File: src/rtl/puf_pkg.sv
package puf_pkg;

  // Signed mismatch that stage idx adds in straight (crossed=0) or crossed (crossed=1) state.
  function automatic int stage_skew(input int seed, input int idx, input int crossed);
    int raw;
    raw = (37 * idx + 11 * crossed + seed) % 61;
    return raw - 30;
  endfunction

  typedef enum logic {
    PICK_TAP = 1'b0,
    PICK_Q   = 1'b1
  } out_pick_e;

endpackage

File: src/rtl/puf_switch_stage.sv
module puf_switch_stage #(
  parameter int DW   = 16,
  parameter int IDX  = 0,
  parameter int SEED = 7
) (
  input  logic signed [DW-1:0] d_in,
  input  logic                 cross_en,
  output logic signed [DW-1:0] d_out
);
  localparam logic signed [DW-1:0] SK_STRAIGHT = DW'(puf_pkg::stage_skew(SEED, IDX, 0));
  localparam logic signed [DW-1:0] SK_CROSSED  = DW'(puf_pkg::stage_skew(SEED, IDX, 1));

  logic signed [DW-1:0] via_straight;
  logic signed [DW-1:0] via_crossed;

  // Straight: both paths keep their lanes, each lane gains its own delay.
  assign via_straight = d_in + SK_STRAIGHT;
  // Crossed: lanes swap, so the accumulated difference flips sign.
  assign via_crossed  = SK_CROSSED - d_in;

  assign d_out = cross_en ? via_crossed : via_straight;
endmodule

File: src/rtl/puf_stage_set.sv
module puf_stage_set #(
  parameter int DW      = 16,
  parameter int SET_LEN = 4,
  parameter int BASE    = 0,
  parameter int SEED    = 7
) (
  input  logic signed [DW-1:0] d_in,
  input  logic [SET_LEN-1:0]   ctrl,
  input  logic                 skip,
  output logic signed [DW-1:0] d_out
);
  logic signed [DW-1:0] link [SET_LEN+1];

  assign link[0] = d_in;

  for (genvar k = 0; k < SET_LEN; k++) begin : g_stage
    puf_switch_stage #(
      .DW  (DW),
      .IDX (BASE + k),
      .SEED(SEED)
    ) u_stage (
      .d_in    (link[k]),
      .cross_en(ctrl[k]),
      .d_out   (link[k+1])
    );
  end

  // Skip pair: both lanes route around the set untouched.
  assign d_out = skip ? d_in : link[SET_LEN];
endmodule

File: src/rtl/puf_race_judge.sv
module puf_race_judge #(
  parameter int DW = 16
) (
  input  logic signed [DW-1:0] d_full,
  input  logic signed [DW-1:0] d_mid,
  input  logic                 pick,
  output logic                 q_full,
  output logic                 q_mid,
  output logic                 resp_next
);
  // Bottom path first means bottom delay is smaller: difference negative. Tie gives 0.
  assign q_full = (d_full < 0);
  assign q_mid  = (d_mid  < 0);

  always_comb begin
    unique case (puf_pkg::out_pick_e'(pick))
      puf_pkg::PICK_Q:   resp_next = q_full;
      puf_pkg::PICK_TAP: resp_next = q_mid;
      default:           resp_next = 1'b0;
    endcase
  end
endmodule

File: src/rtl/puf_arbiter_chain.sv
module puf_arbiter_chain #(
  parameter int N_STAGES = 64,
  parameter int SET_LEN  = 4,
  parameter int DW       = 16,
  parameter int SEED     = 7
) (
  input  logic                           clk,
  input  logic                           rst,
  input  logic                           start,
  input  logic [N_STAGES-1:0]            chal,
  input  logic [N_STAGES/SET_LEN-1:0]    skip_mask,
  input  logic                           out_sel_q,
  output logic                           resp,
  output logic                           resp_valid
);
  localparam int N_SETS  = N_STAGES / SET_LEN;
  localparam int TAP_SET = N_SETS / 2;

  logic signed [DW-1:0] seg [N_SETS+1];
  logic q_full, q_mid, resp_next;

  assign seg[0] = '0;

  for (genvar s = 0; s < N_SETS; s++) begin : g_set
    puf_stage_set #(
      .DW     (DW),
      .SET_LEN(SET_LEN),
      .BASE   (s * SET_LEN),
      .SEED   (SEED)
    ) u_set (
      .d_in (seg[s]),
      .ctrl (chal[s*SET_LEN +: SET_LEN]),
      .skip (skip_mask[s]),
      .d_out(seg[s+1])
    );
  end

  puf_race_judge #(.DW(DW)) u_judge (
    .d_full   (seg[N_SETS]),
    .d_mid    (seg[TAP_SET]),
    .pick     (out_sel_q),
    .q_full   (q_full),
    .q_mid    (q_mid),
    .resp_next(resp_next)
  );

  always_ff @(posedge clk) begin
    if (rst) begin
      resp       <= 1'b0;
      resp_valid <= 1'b0;
    end else begin
      resp_valid <= start;
      if (start) resp <= resp_next;
    end
  end
endmodule

File: config.mk
export PLATFORM = sky130hd
export DESIGN_NAME = puf_arbiter_chain
export DESIGN_NICKNAME = d
export VERILOG_FILES = /design/src/rtl/puf_pkg.sv /design/src/rtl/puf_switch_stage.sv /design/src/rtl/puf_stage_set.sv /design/src/rtl/puf_race_judge.sv /design/src/rtl/puf_arbiter_chain.sv
export SDC_FILE = /design/constraint.sdc
export NUM_CORES = 1
export LEC_CHECK = 0
export ABC_AREA = 1
export BUFFER_PORTS_ARGS = -buffer_cell sky130_fd_sc_hd__buf_4
export CORE_ASPECT_RATIO = 0.5
export CORE_MARGIN = 2
export CORE_UTILIZATION = 50
export DETAILED_ROUTE_END_ITERATION = 7
export PLACE_DENSITY = 0.66
export SETUP_SLACK_MARGIN = 0.3
export SYNTH_ARGS = -nofsm -noshare
export SYNTH_HDL_FRONTEND = slang
export SYNTH_SLANG_ARGS = --single-unit
File: constraint.sdc
create_clock -name clk -period 32.8 [get_ports clk]
set_clock_uncertainty 0.1 [all_clocks]
set_input_delay 0 -clock clk [delete_from_list [all_inputs] [get_ports clk]]
set_output_delay 0 -clock clk [all_outputs]
set_load 0.005 [all_outputs]
==> results_dict.tcl <==
set metrics [dict create \
    status "completed" \
    num_io_pins 86 \
    top_usage_layer "met2" \
    design.core.area_sq_um 108000 \
    cts_max_path_buffers 2 \
    synth_edf_count 0 \
    worst_ep_required_time_ns 32.80 \
    tns_ns 0 \
    grt_pass1_wl_microns 250000 \
    clkLatencyLatePin_ns 0.22 \
    syn_area_sq_um 54700 \
    antenna_found_initial 5 \
    layout.nets 9818 \
    start_kind "primary input" \
    drive_gt1_frac 0.286 \
    grt_max_degree 30 \
    use_met2 0.431 \
    slew_viol_final 0 \
    dpl.hpwl_microns 129000 \
    ys.flop_type "dfxtp_1" \
    fin_hold_ws_ns 0.000705 \
    cts_root_buf "clkbuf_16" \
    r2r-start "resp" \
    num_rows 85 \
    setup-violations-final 0 \
    syn_inst 9721 \
    drc 0 \
    ant_nets 0 \
    min_period_ns 27.85 \
    dieHeight_microns 238 \
    startpoint "chal[0]" \
    critPathKind "primary input to register" \
    fmax_mhz 35.9 \
    htree_levels 1 \
    vias 58200 \
    cpMaxStageDelayCell "ha_1" \
    end_kind "register" \
    hold_viol_final 0 \
    ys_ff_latch 2 \
    post_drt_wl_per_cell_microns 13.5 \
    worstMarginPinSlew_ns 1.02 \
    rsz0062_at_grt "no" \
    syn_nets 9906 \
    synth-seq-area-share 0.000732 \
    async_flop_share 0 \
    grt_pass1_vias 52000 \
    track_usage 0.256 \
    synth_area_per_cell_sq_um 5.63 \
    cts_buffers 3 \
    die_area_sq_um 112000 \
    wirelength_microns 149000 \
    cts_sinks 2 \
    drt_pass1_iterations 6 \
    cp.arrival_ns 27.85 \
    post-route-period-util 0.849 \
    max_stage_delay_ns 0.52 \
    worstHoldStart "skip_mask[15]" \
    clk_pin_slew_worst_paths_ns 0.03 \
    tritoncts "done" \
    gp_congestion 0.919 \
    area_delta_synth_final_pct 0.322 \
    max_cap_violations 0 \
    grtUsageMet3 0.0107 \
    hold_path.class "primary input to register" \
    initial_core_util 0.506 \
    yosysWarnings 0 \
    avgViaCountPerCell 5.25 \
    timing.critical_path.mode_cell "nand2_1" \
    synth.distinct_cells 90 \
    io_buffers 85 \
    die_w_microns 472 \
    drtIter0Drc 3891 \
    slew_headroom 0.314 \
    grt.overflow.total 0 \
    use_met1 0.367 \
    worstPathMaxFanout 8 \
]
[state kept, by name (all words and copies together), names as in the netlist]
signal	flops
resp_valid	1
resp	1
[metrics by stage]
| stage | utilization | cell area [sq um] | worst slack [ns] | std cells |
|---|---|---|---|---|
| after global routing | 0.508 | 54900 | 1.91 | 11100 |
| after detailed placement | 0.507 | 54800 | 4.99 | 11100 |
| after floorplan | - | 54700 | 8.97 | 9721 |
| after global placement | 0.507 | 54800 | 5.61 | 11100 |
| final | 0.508 | 54900 | 4.95 | 11100 |
| after CTS | 0.508 | 54900 | 5.13 | 11100 |
[cells in the mapped netlist, types with 14 or more instances]
cell      instances  area share
inv_2           286       0.020
nand2_4         360       0.074
xor2_1          136       0.022
xnor2_1          61      0.0098
nand3_1        1210        0.11
nor2_4           37      0.0076
xor2_2           19      0.0056
ha_1            101       0.023
or2_2            37      0.0042
buf_4            15      0.0021
nor4_1           16      0.0018
nor2_2          120       0.014
clkinv_1         30      0.0021
nand2_1        2897        0.20
or2_1            14      0.0016
o21ai_1          83      0.0076
nand3_4          39       0.012
a31oi_1          14      0.0016
o21ai_2          46      0.0074
nor3_1           89      0.0081
nand3_2         519       0.095
nand4_1         218       0.025
clkbuf_8        150       0.038
inv_4            43      0.0049
inv_1           934       0.064
nand3b_1         54      0.0074
nand2_2        1037        0.12
nor2_1          575       0.039
o21ai_0         209       0.019
a21oi_1         143       0.013
a21oi_2          22      0.0035
[area by class of cell]
class                   count  area, sq um
inverters                1316         5180
flip-flops and latches      2         40.0
repair buffers             94          713
clock buffers               3         75.1
well taps                1435         1800
multi-input cells        8216        47100
fillers                 11900        53200
diodes                      1         2.50
[logic make-up after synthesis]
group / share of synthesized area
and+or+nand+nor: 0.730
AOI/OAI and AO/OA: 0.0678
muxes: 0.000183
xor gates and xnor gates: 0.0392
adders and majority gates: 0.0231
buffers and inverters: 0.139
DFF: 0.000732
[metal layers]
| metal | part of all wire | vias to the layer above |
|---|---|---|
| met5 | 0.00039 | - |
| li1 | - | 31000 |
| met4 | 0.014 | 8 |
| met1 | 0.50 | 25900 |
| met3 | 0.039 | 137 |
| met2 | 0.44 | 1090 |
[timing repair]
action	in CTS	in global routing
gates resized for setup	0	0
buffers inserted	0	0
hold endpoints to repair	2	0
hold buffers	3	0
[critical path: cells and delay by family]
family,cells,cell delay (ns)
buffers and inverters,24,2.70
adder cells (fa/ha/maj),19,5.89
AND/OR/NAND/NOR,56,6.36
XOR/XNOR,29,7.08
AO/OA/AOI/OAI,31,5.81
[path summary, 6_finish.rpt]
path | end | slack (ns) | cells past startpoint
worst min register to register | resp | 0.44 | 2
worst max-delay path | resp | 4.95 | 159
worst max register to register | resp | 32.07 | 2
worst min-delay path | resp | 0.0007 | 4
[layout by cell type, fill, tap and decap left out, drive strengths merged, types with 5 or more instances in the layout]
master and count:
nand3b 63, nor4 17, and3 5, o21bai 6, o31ai 9, a21boi 23
nor3 105, inv 1266, nand2 4298, a21oi 168, xor2 155, o21ai 344
xnor2 67, o22ai 10, nor2 734, nand3 1768, bufinv 6, buf 91
nand4 224, o21a 5, clkinv 43, o211ai 14, nor3b 6, or2 56
ha 101, a31oi 14
Power is left out: the tool's default activity adds up to more than one toggle a clock period on the data nets, which glitch-free logic cannot reach.
